[src/rtl/agen_pkg.sv]
package agen_pkg;

    localparam int ADDR_BITS  = 64;
    localparam int DISP_BITS  = 32;
    localparam int SHIFT_BITS = 4;
    localparam int CODE_BITS  = 4;
    localparam int MAX_SHIFT  = 3;
    localparam int NUM_TERMS  = 3;

    typedef enum int {
        TERM_BASE  = 0,
        TERM_INDEX = 1,
        TERM_DISP  = 2
    } term_id_e;

    typedef struct packed {
        logic disp;
        logic index;
        logic base;
    } term_en_t;

    function automatic term_en_t decode_terms(input logic [CODE_BITS-1:0] code);
        term_en_t en;
        en.base  = code[0];
        en.index = code[1];
        en.disp  = code[2];
        return en;
    endfunction

    function automatic logic shift_is_legal(input logic [SHIFT_BITS-1:0] sc);
        return (int'(sc) <= MAX_SHIFT);
    endfunction

endpackage

[src/rtl/agen_scale.sv]
module agen_scale
    import agen_pkg::*;
#(
    parameter int DATA_W  = ADDR_BITS,
    parameter int SCALE_W = SHIFT_BITS
) (
    input  logic [DATA_W-1:0]  index_in,
    input  logic [SCALE_W-1:0] shift_code,
    input  logic               index_on,
    output logic [DATA_W-1:0]  scaled_out,
    output logic               bad_shift
);

    localparam int NSTEPS = MAX_SHIFT + 1;

    logic [DATA_W-1:0] shifted [NSTEPS];
    logic              legal;

    genvar g;
    generate
        for (g = 0; g < NSTEPS; g++) begin : g_step
            assign shifted[g] = index_in << g;
        end
    endgenerate

    always_comb begin
        legal      = shift_is_legal(shift_code);
        scaled_out = index_in;
        for (int k = 0; k < NSTEPS; k++) begin
            if (legal && int'(shift_code) == k) scaled_out = shifted[k];
        end
        bad_shift = index_on && !legal;
    end

endmodule

[src/rtl/agen_terms.sv]
module agen_terms
    import agen_pkg::*;
#(
    parameter int DATA_W = ADDR_BITS,
    parameter int IMM_W  = DISP_BITS
) (
    input  logic [DATA_W-1:0] base_in,
    input  logic [DATA_W-1:0] scaled_in,
    input  logic [IMM_W-1:0]  disp_in,
    input  term_en_t          enables,
    output logic [DATA_W-1:0] operands [NUM_TERMS]
);

    localparam int EXT_W = DATA_W - IMM_W;

    logic [DATA_W-1:0] raw   [NUM_TERMS];
    logic              on    [NUM_TERMS];

    assign raw[TERM_BASE]  = base_in;
    assign raw[TERM_INDEX] = scaled_in;
    assign raw[TERM_DISP]  = {{EXT_W{disp_in[IMM_W-1]}}, disp_in};

    assign on[TERM_BASE]   = enables.base;
    assign on[TERM_INDEX]  = enables.index;
    assign on[TERM_DISP]   = enables.disp;

    genvar t;
    generate
        for (t = 0; t < NUM_TERMS; t++) begin : g_gate
            assign operands[t] = on[t] ? raw[t] : '0;
        end
    endgenerate

endmodule

[src/rtl/agen_sum.sv]
module agen_sum
    import agen_pkg::*;
#(
    parameter int DATA_W = ADDR_BITS,
    parameter int N_IN   = NUM_TERMS
) (
    input  logic [DATA_W-1:0] terms [N_IN],
    output logic [DATA_W-1:0] total
);

    always_comb begin
        total = '0;
        for (int k = 0; k < N_IN; k++) begin
            total = total + terms[k];
        end
    end

endmodule

[src/rtl/agen_top.sv]
module agen_top
    import agen_pkg::*;
#(
    parameter int DATA_W  = ADDR_BITS,
    parameter int IMM_W   = DISP_BITS,
    parameter int SCALE_W = SHIFT_BITS,
    parameter int OP_W    = CODE_BITS,
    parameter bit OUT_REG = 1'b1
) (
    input  logic               clk,
    input  logic               rst,
    input  logic [DATA_W-1:0]  base_val,
    input  logic [DATA_W-1:0]  index_val,
    input  logic [SCALE_W-1:0] scale_code,
    input  logic [IMM_W-1:0]   imm_val,
    input  logic [OP_W-1:0]    minor_op,
    output logic [DATA_W-1:0]  addr_out,
    output logic               scale_illegal
);

    typedef struct packed {
        logic [DATA_W-1:0] addr;
        logic              illegal;
    } agen_res_t;

    term_en_t          en;
    logic [DATA_W-1:0] scaled;
    logic [DATA_W-1:0] ops [NUM_TERMS];
    agen_res_t         comb_res;
    agen_res_t         out_res;

    assign en = decode_terms(minor_op);

    agen_scale #(.DATA_W(DATA_W), .SCALE_W(SCALE_W)) u_scale (
        .index_in   (index_val),
        .shift_code (scale_code),
        .index_on   (en.index),
        .scaled_out (scaled),
        .bad_shift  (comb_res.illegal)
    );

    agen_terms #(.DATA_W(DATA_W), .IMM_W(IMM_W)) u_terms (
        .base_in   (base_val),
        .scaled_in (scaled),
        .disp_in   (imm_val),
        .enables   (en),
        .operands  (ops)
    );

    agen_sum #(.DATA_W(DATA_W), .N_IN(NUM_TERMS)) u_sum (
        .terms (ops),
        .total (comb_res.addr)
    );

    generate
        if (OUT_REG) begin : g_reg
            logic primed;

            always_ff @(posedge clk) begin
                if (rst) begin
                    out_res <= '0;
                    primed  <= 1'b0;
                end else begin
                    out_res <= comb_res;
                    primed  <= 1'b1;
                end
            end

            // no terms selected gives zero
            p_zero_code_r8: assert property (@(posedge clk) disable iff (rst || !primed)
                ($past(minor_op[2:0]) == 3'b000) |-> (addr_out == '0 && !scale_illegal));

            // base-only code passes the base through
            p_base_only_r1: assert property (@(posedge clk) disable iff (rst || !primed)
                ($past(minor_op[2:0]) == 3'b001) |-> (addr_out == $past(base_val)));

            // displacement-only code yields the sign-extended immediate
            p_disp_sext_r4: assert property (@(posedge clk) disable iff (rst || !primed)
                ($past(minor_op[2:0]) == 3'b100) |->
                (addr_out == {{(DATA_W-IMM_W){$past(imm_val[IMM_W-1])}}, $past(imm_val)}));

            // legal scale on index-only code shifts the index
            p_index_shift_r2: assert property (@(posedge clk) disable iff (rst || !primed)
                ($past(minor_op[2:0]) == 3'b010 && $past(scale_code) <= 4'd3) |->
                (addr_out == ($past(index_val) << $past(scale_code))));

            // flag set only for an oversized scale on an enabled index
            p_bad_scale_r5: assert property (@(posedge clk) disable iff (rst || !primed)
                ($past(minor_op[1]) && $past(scale_code) > 4'd3) |-> scale_illegal);
            p_good_scale_r5: assert property (@(posedge clk) disable iff (rst || !primed)
                (!$past(minor_op[1]) || $past(scale_code) <= 4'd3) |-> !scale_illegal);

            // reset clears the output register
            p_reset_clear_r7: assert property (@(posedge clk)
                $past(rst) |-> (addr_out == '0 && !scale_illegal));
        end else begin : g_comb
            assign out_res = comb_res;
        end
    endgenerate

    assign addr_out      = out_res.addr;
    assign scale_illegal = out_res.illegal;

endmodule

[config.mk]
export PLATFORM = sky130hd
export DESIGN_NAME = agen_top
export DESIGN_NICKNAME = d
export VERILOG_FILES = /design/src/rtl/agen_pkg.sv /design/src/rtl/agen_scale.sv /design/src/rtl/agen_terms.sv /design/src/rtl/agen_sum.sv /design/src/rtl/agen_top.sv
export SDC_FILE = /design/constraint.sdc
export NUM_CORES = 1
export LEC_CHECK = 0
export ABC_CLOCK_PERIOD_IN_PS = 7300
export BUFFER_PORTS_ARGS = -buffer_cell sky130_fd_sc_hd__buf_2
export CORE_MARGIN = 5
export CORE_UTILIZATION = 56
export CTS_BUF_LIST = sky130_fd_sc_hd__clkbuf_4 sky130_fd_sc_hd__clkbuf_8 sky130_fd_sc_hd__clkbuf_16
export CTS_CLUSTER_SIZE = 28
export DETAILED_ROUTE_END_ITERATION = 12
export PLACE_DENSITY = 0.81
export SETUP_SLACK_MARGIN = 0.1
export SLEW_MARGIN = 20
export SYNTH_ARGS = -nofsm -noshare
export SYNTH_HDL_FRONTEND = slang
export SYNTH_SLANG_ARGS = --single-unit
[constraint.sdc]
create_clock -name clk -period 7.3 [get_ports clk]
set_input_delay 1.46 -clock clk [delete_from_list [all_inputs] [get_ports clk]]
set_output_delay 1.46 -clock clk [all_outputs]
set_load 0.05 [all_outputs]
# Word-level counts from Yosys, hierarchy flattened
# Index checks and enable logic that the tools add are counted.
[totals]
register_bits = 65
latchBits = 0
mem_bits_rw = 0
rom_bits = 0
in_bits = 170
output_inout_bits = 65
memories = 0
[op_classes]
add_sub_neg = 2
n_mul = 0
div_mod_pow = 0
n_lt_le_gt_ge = 1
n_eq_ne = 3
shift = 0
n_mux = 6
bitwise_logic = 0
n_reduce_logical = 5
[op_table]
columns = ["operator", "count"]
rows = [
  ["$mux 64", 6],
  ["$add 64x64->64", 2],
  ["$eq 4x3->1 const B", 2],
  ["$eq 4x2->1 const B", 1],
  ["$le 4x2->1 const B", 1],
  ["$logic_and 1x1->1", 4],
  ["$logic_not 1->1", 1],
]

# Longest topological paths before layout
# Gate-level depths: netlist (run 1).
[depth]
word_depth = 8
depth_mapped = 21
mapped_depth_nobuf = 16

# Modules after synthesis
# A second synthesis (run 1) with hierarchy kept.
[unflattened]
hier_cells = 1193
area_unflattened_um2 = 10069.7
[by_module_without_submodules]
columns = ["module", "n_inst", "cells_each", "area_each_um2"]
rows = [
  ["agen_sum", 1, 623, 5014.8],
  ["agen_top", 1, 137, 1855.5],
  ["agen_scale", 1, 226, 1722.9],
  ["agen_terms", 1, 207, 1476.4],
]

# Worst setup path after synthesis (run 1)
# OpenSTA, ideal clock, no wires.
[synth_timing]
path_kind = "in2reg"
start = "input port scale_code[0]"
end = "register out_res, in the netlist addr_out[57]"
t_arrival_ns = 6.371
required_ns = 7.177
setup_slack_ns = 0.806
stages = 18
path_buffers = 3
cell_sequence = "clkbuf_1 > nor4b_1 > clkbuf_1 > buf_1 > mux2i_1 > nand2_1 > and3_1 > fa_1 > ha_1 > a21oi_1 > o21ai_0 > a31oi_1 > a211o_1 > a2111oi_4 > o21bai_2 > a211oi_4 > a41oi_1 > mux2_1"
[synth_between]
elab_chain_len = 8
elab_cells_between_ends = 13
cone_classes = "add/sub: 2; order compare: 1; eq/ne: 3; mux: 4; reduce/logical: 3"
[synth_rtl]
columns = ["element", "line", "source"]
rows = [
  ["start, declared", "agen_top.sv:14", "input logic [SCALE_W-1:0] scale_code,"],
  ["$le 4x2->1 / $eq 4x2->1 (equally long branches)", "agen_pkg.sv:31, agen_scale.sv:30", ""],
  ["$logic_and 1x1->1", "agen_scale.sv:30", "if (legal && int'(shift_code) == k) scaled_out = shifted[k];"],
  ["$mux 64 (2 in series)", "agen_scale.sv:30", ""],
  ["$mux 64 (*)", "agen_scale.sv:30", ""],
  ["$mux 64 (*)", "agen_terms.sv:30", "assign operands[t] = on[t] ? raw[t] : '0;"],
  ["$add 64x64->64 (*) (2 in series)", "agen_sum.sv:14", "total = total + terms[k];"],
  ["end signal, assigned", "agen_top.sv:64", "out_res <= comb_res;"],
  ["end, declared", "agen_top.sv:30", "agen_res_t out_res;"],
]
# Every way passes the cells marked *; elsewhere a longest branch is shown, timed or not.
# A chain may end at the register's enable or synchronous reset.

# Worst setup path after layout (run 1)
# Ends and elaborated chain as after synthesis.

==> results of run 1 <==
## power by group
group / switching (W) / internal (W)
Clock: 0.000174 / 0.000304
Sequential: 0.0000175 / 0.000431
Combinational: 0.000861 / 0.000417
## synthesized netlist by cell type (all sizes together) (6+ instances only)
library cell,count,share of area (%)
a31oi,16,1.0
a21o,20,1.6
xor2,21,1.9
nand2,206,8.0
and2,60,3.9
a211oi,6,0.60
nand3,39,2.0
nor2b,22,1.4
clkbuf,56,2.2
fa,64,13
buf,19,0.86
o21bai,21,1.7
o21ai,52,2.7
ha,62,8.0
a221oi,16,1.5
nor2,98,3.8
dfxtp,65,13
mux2i,111,12
and3,37,2.4
o211ai,9,0.70
a21oi,82,4.3
inv,64,2.5
nand4,15,0.97
xnor2,25,2.3
nor3,23,1.2
## cell usage in the layout, fill, tap and decap left out, drive strengths merged, types with 3 or more instances in the layout
| master | synthesis | routed |
|---|---|---|
| buf | 19 | 245 |
| nand2 | 206 | 206 |
| mux2i | 111 | 111 |
| nor2 | 98 | 98 |
| a21oi | 82 | 82 |
| dfxtp | 65 | 65 |
| inv | 64 | 64 |
| fa | 64 | 64 |
| ha | 62 | 62 |
| and2 | 60 | 60 |
| o21ai | 52 | 52 |
| nand3 | 39 | 39 |
| and3 | 37 | 37 |
| xnor2 | 25 | 25 |
| nor3 | 23 | 23 |
| nor2b | 22 | 22 |
| xor2 | 21 | 21 |
| o21bai | 21 | 21 |
| a21o | 20 | 20 |
| a221oi | 16 | 16 |
| a31oi | 16 | 16 |
| nand4 | 15 | 15 |
| clkbuf | 56 | 10 |
| o211ai | 9 | 9 |
| a211oi | 6 | 6 |
| nor3b | 5 | 5 |
| nand2b | 5 | 5 |
| or3 | 5 | 5 |
| and4 | 4 | 4 |
| a21boi | 4 | 4 |
| a211o | 4 | 4 |
| o21a | 4 | 4 |
| o31ai | 4 | 4 |
| nor4 | 3 | 3 |
| or4 | 3 | 3 |
| nor4b | 3 | 3 |
## layout make-up
cell class	count	area, µm²	area share, %
Multi-Input combinational cell	1077	7820	69.6
Sequential cell	65	1300	11.6
Timing Repair Buffer	245	1270	11.3
Tap cell	225	282	2.50
Inverter	64	240	2.14
Clock buffer	10	233	2.07
Clock inverter	6	92.6	0.824
Antenna cell	1	2.50	0.0223
## cells by family after synthesis
kind of cell	synth area share [%]
AOI/OAI and AO/OA	16.9
and+or+nand+nor	26.8
muxes	11.8
DFF	13.5
buffers and inverters	5.53
xor gates and xnor gates	4.18
adders and majority gates	21.3
## sequential cells by signal, summed over array words and instances, names as in the netlist
name,cells
addr_out,64
scale_illegal,1
## per-stage QoR
step / setup slack, ns / cell area [µm²] / hold WS, ns
6_report: 0.821 / 11200 / 1.49
2_1_floorplan: 0.806 / 9640 / 1.69
3_5_place_dp: 0.593 / 10900 / 1.84
5_1_grt: 0.618 / 11200 / 1.50
3_3_place_gp: 0.617 / 10900 / 1.84
4_1_cts: 0.923 / 11200 / 1.48
## how the worst min path moves through the flow
stage | slack [ns] | to | cells past startpoint
after global routing | 1.50 | scale_illegal | 3
after floorplan | 1.69 | scale_illegal | 2
after CTS | 1.48 | scale_illegal | 3
after detailed placement | 1.84 | scale_illegal | 3
final | 1.49 | scale_illegal | 3
after global placement | 1.84 | scale_illegal | 3
## metal layers
layer | wire length, µm | part of all wire, % | global-route usage [%] | vias to the layer above
met4 | 821 | 2.8 | 9.64 | 2
met3 | 2250 | 7.7 | 4.44 | 63
met1 | 11900 | 41 | 36.5 | 4676
met2 | 14200 | 49 | 49.4 | 519
met5 | 7 | 0.024 | 0 | -
li1 | - | - | - | 4819
==> summary.txt, run 1 <==
Final HPWL DP -> 23000 µm
full die area -> 19900 µm²
RSZ-0062 raised after global routing -> false
largest net degree at the start of global routing -> 83
Worst Path Required -> 7.53 ns
Placed Cells -> 1676
Cells after Synth -> 1281
highest clock rate -> 154 MHz
CP Depth -> 18
Bufs and invs on worst path -> 3
maxcap violations -> 0
Iter 0 DRT Violations -> 874
Hold Crit Start -> scale_code[3]
die width -> 141 µm
area grow syn2layout -> 16.6%
Worst path max stage delay -> 0.56 ns
crit-path max FO -> 32
H-tree level count -> 3
outcome -> finished clean
CP Capture Type -> flip-flop
num ports -> 235
final core occ -> 65.7%
post-cts sizing count -> 0
CP max-delay cell -> a2111oi_4
Final Hold Vio Count -> 0
crit path kind -> in2reg
clock sinks -> 65
initial antenna violation count -> 2
Initial Utilization -> 56.3%
top_reg_cell synth -> dfxtp_1
Core Footprint -> 17100 µm²
first-pass GRT wire length -> 46900 µm
Yosys warning count -> 0
GRT overflow -> 0
post-synth net total -> 1577
CTS tree -> yes
min Tclk post-route -> 6.48 ns
Routed WL -> 29200 µm
register area share after synthesis -> 13.5%
Setup Fix Bufs, Post-CTS -> 0
Total Nets Final -> 1758
Tot GR Track Use -> 28.6%
Reg clk slew, reported paths -> 0.06 ns
async set-reset flop share out of synthesis -> 0%
routed vias/inst -> 5.95
Setup Viol. Count Final -> 0
number of flops mapped to enable cells by yosys -> 0
Yosys reg bits -> 65
Synth cell types -> 61
vias after detailed routing -> 10100
gp weighted congestion -> 0.935
critical path's top delay family -> compound AO/OA/AOI/OAI gates
Clock Path Buffers -> 2
vias in the first global route -> 9631
Residual DRC -> 0
detailed-route wire length per cell -> 17.2 µm
WP data arrival -> 6.71 ns
Worst Tran Pin Value -> 0.887 ns
Tcrit/Tclk final -> 88.8%
share of layout cells above drive strength 1 -> 18.7%
root buffer cell -> clkbuf_16
post-synthesis average cell area -> 7.53 µm²
die height -> 141 µm
sum of negative setup slack -> 0 ns
Worst setup SP type -> input port
LEAKAGE -> 5.52 nW
pwr/cell area -> 196 nW/µm²
CP endpoint -> addr_out[57]
TritonCTS buffer count -> 9
Slew HR -> 40.8%
Overall Power -> 0.00220 W
filler instances -> 1536
post-route ant nets -> 0
Mapped Area -> 9640 µm²
drt pass-1 iters -> 6
CP cell instances -> buf_4 -> nor4b_2 -> buf_4 -> buf_12 -> mux2i_1 -> nand2_1 -> and3_1 -> fa_1 -> ha_1 -> nand2_1 -> o21ai_0 -> a31oi_1 -> a211o_1 -> a2111oi_4 -> o21bai_2 -> a211oi_4 -> a41oi_1 -> mux2_1
CTS Hold Buffers Added -> 0
num rows -> 48
CP Launch Point -> scale_code[0]
IO buf count -> 233
non-filler cells, final -> 1693
worst min-delay path class -> in2reg
Peak VDD IR -> 0.148 mV
Final Max Tran Viols -> 0
No activity file was read; power rests on OpenSTA's default activity.
==> inputs of run 2 (changes only) <==
--- a/config.mk
+++ b/config.mk
@@ -5,14 +5,14 @@
 export SDC_FILE = /design/constraint.sdc
 export NUM_CORES = 1
 export LEC_CHECK = 0
-export ABC_CLOCK_PERIOD_IN_PS = 7300
+export ABC_CLOCK_PERIOD_IN_PS = 8000
 export BUFFER_PORTS_ARGS = -buffer_cell sky130_fd_sc_hd__buf_2
 export CORE_MARGIN = 5
-export CORE_UTILIZATION = 56
+export CORE_UTILIZATION = 60
 export CTS_BUF_LIST = sky130_fd_sc_hd__clkbuf_4 sky130_fd_sc_hd__clkbuf_8 sky130_fd_sc_hd__clkbuf_16
 export CTS_CLUSTER_SIZE = 28
 export DETAILED_ROUTE_END_ITERATION = 12
-export PLACE_DENSITY = 0.81
+export PLACE_DENSITY = 0.86
 export SETUP_SLACK_MARGIN = 0.1
 export SLEW_MARGIN = 20
 export SYNTH_ARGS = -nofsm -noshare
==> constraint.sdc (replaced) <==
create_clock -name clk -period 8 [get_ports clk]
set_input_delay 1.6 -clock clk [delete_from_list [all_inputs] [get_ports clk]]
set_output_delay 1.6 -clock clk [all_outputs]
set_load 0.05 [all_outputs]
==> run 2 against run 1 <==
  * First-iteration DRC count up 2.6%
  * Setup slack better by 0.43 ns
  * Clock-buffer cell count unchanged
  * Die area down 6.2%
  * Global-route usage up 2.5 points
  * Cell count down 0.83%
  * Sequential share of layout area up 0.061 points
  * Utilization up 5.0 points
==> summary.txt, run 2 (synthesized netlist as in run 1, its figures left out) <==
vias after detailed routing -> 10000 (-0.41%)
Final Max Tran Viols -> 0 (unchanged)
die height -> 137 µm (-3.2%)
crit-path max FO -> 65 (+100%)
WHS -> 1.62 ns (+0.138 ns)
CP Launch Point -> scale_code[0]
Reg clk slew, reported paths -> 0.06 ns (about the same)
# diodes -> 0 (-1)
gp weighted congestion -> 0.983 (+5.2%)
most frequent cells in the layout -> buf_2 (231), nand2_1 (205), mux2i_1 (111), nor2_1 (97), a21oi_1 (82)
share of layout cells above drive strength 1 -> 18.6% (-0.15 points)
Worst setup SP type -> input port
TritonCTS buffer count -> 9 (unchanged)
largest net degree at the start of global routing -> 83 (unchanged)
Multi-input gate area -> 7820 µm² (about the same)
drt pass-1 iters -> 5 (-1)
highest clock rate -> 148 MHz
Tot GR Track Use -> 31.2% (+2.5 points)
RSZ-0062 raised after global routing -> false
hold depth -> 3 (unchanged)
post-cts sizing count -> 0 (unchanged)
Routed WL -> 28900 µm (-0.80%)
Worst Path Required -> 8.17 ns (+0.64 ns)
post-route ant nets -> 0 (unchanged)
outcome -> finished clean
Setup Viol. Count Final -> 0 (unchanged)
min Tclk post-route -> 6.75 ns
Worst Hold End -> scale_illegal
CTS tree -> yes
sum of negative setup slack -> 0 ns (unchanged)
Iter 0 DRT Violations -> 897 (+2.6%)
Setup Fix Bufs, Post-CTS -> 0 (unchanged)
root buffer cell -> clkbuf_16
Initial Utilization -> 60.9% (+4.6 points)
WP data arrival -> 6.91 ns (+0.20 ns)
CTS Hold Buffers Added -> 0 (unchanged)
Worst Tran Pin Value -> 0.868 ns (-0.0190 ns)
IO buf count -> 233 (unchanged)
detailed-route wire length per cell -> 17.2 µm (about the same)
area grow syn2layout -> 16.0%
full die area -> 18700 µm² (-6.2%)
Largest register FFs -> 64 (unchanged)
Slew HR -> 42.1% (+1.3 points)
Final Hold Vio Count -> 0 (unchanged)
Clock Path Buffers -> 2 (unchanged)
commonest non-fill, non-tap cell in the layout -> buf_2
CP Capture Type -> flip-flop
Peak VDD IR -> 0.118 mV (-21%)
Residual DRC -> 0 (unchanged)
initial antenna violation count -> 0 (-2)
vias in the first global route -> 9670 (+0.40%)
Tcrit/Tclk final -> 84.3%
maxcap violations -> 0 (unchanged)
pwr/cell area -> 177 nW/µm² (-9.5%)
worst min-delay path class -> in2reg
first-pass GRT wire length -> 47100 µm (+0.41%)
filler instances -> 1315 (-14%)
num rows -> 46 (-4.2%)
GRT overflow -> 0 (unchanged)
Core Footprint -> 15800 µm² (-7.5%)
die width -> 137 µm (-3.2%)
Hold Crit Start -> scale_code[3]
crit path kind -> in2reg
FF+latch area -> 1300 µm² (unchanged)
H-tree level count -> 3 (unchanged)
Total Nets Final -> 1754 (-0.23%)
Final HPWL DP -> 22400 µm (-2.7%)
num ports -> 235 (unchanged)
LEAKAGE -> 5.49 nW (-0.56%)
clock sinks -> 65 (unchanged)
routed vias/inst -> 5.98 (+0.42%)
[run 2: cell count changes in the layout (fill, tap and decap cells not counted), sizes merged]
cell | previous run | this run
clkinv | 2 | 1
clkinvlp | 2 | 3
diode | 1 | 0
inv | 64 | 65
buf | 245 | 241
bufinv | 2 | 1
[run 2: cell type report]
| type | instances | share of cell area, % |
|---|---|---|
| inverters | 64 | 2.15 |
| multi-input cells | 1077 | 69.9 |
| flip-flops and latches | 65 | 11.6 |
| clock inverters | 6 | 0.593 |
| well taps | 216 | 2.42 |
| repair buffers | 241 | 11.1 |
| clock buffers | 10 | 2.14 |
[run 2: power breakdown]
| group | total (W) | internal [W] | leakage (nW) | switching, W |
|---|---|---|---|---|
| Sequential | 0.000411 | 0.000393 | 0.541 | 0.0000178 |
| Clock | 0.000411 | 0.000250 | 0.141 | 0.000161 |
| Combinational | 0.00116 | 0.000381 | 4.81 | 0.000780 |
[run 2: how the worst max path moves through the flow]
stage	to	slack, ns
4_1_cts	addr_out[55]	1.31
6_report	addr_out[55]	1.25
2_1_floorplan	addr_out[57]	1.37
3_3_place_gp	addr_out[55]	1.16
3_5_place_dp	addr_out[55]	0.99
5_1_grt	addr_out[55]	1.0
[run 2: worst max-delay path, cell delays in order]
cell and delay, ns:
buf_4 0.44, nor4b_2 0.40, buf_12 0.42, mux2i_1 0.27
nor2_1 0.09, fa_1 0.48, ha_1 0.23, fa_1 0.42
a21o_1 0.22, a221o_1 0.36, a221oi_1 0.43, a21oi_1 0.18
nor3_1 0.46, o21ai_0 0.25, o31ai_1 0.44, o311ai_0 0.22
[run 2: stage by stage]
stage                     worst slack, ns  utilization [%]  instance area [µm²]  std cells  total power [W]
after CTS                            1.31             70.6                11200       1679          0.00197
after global routing                0.996             70.6                11200       1679          0.00210
final                                1.25             70.6                11200       1679          0.00198
after global placement               1.16             68.7                10900       1663          0.00154
after detailed placement            0.989             68.7                10900       1663          0.00156
after floorplan                      1.37                -                 9640       1281          0.00128
[run 2: routing by layer]
metal / vias to the layer above / wire length, µm / track usage (%)
met5: - / 0 / 0
li1: 4820 / - / -
met3: 72 / 1990 / 3.46
met1: 4673 / 12400 / 41.0
met2: 473 / 13600 / 51.7
met4: 0 / 970 / 13.7
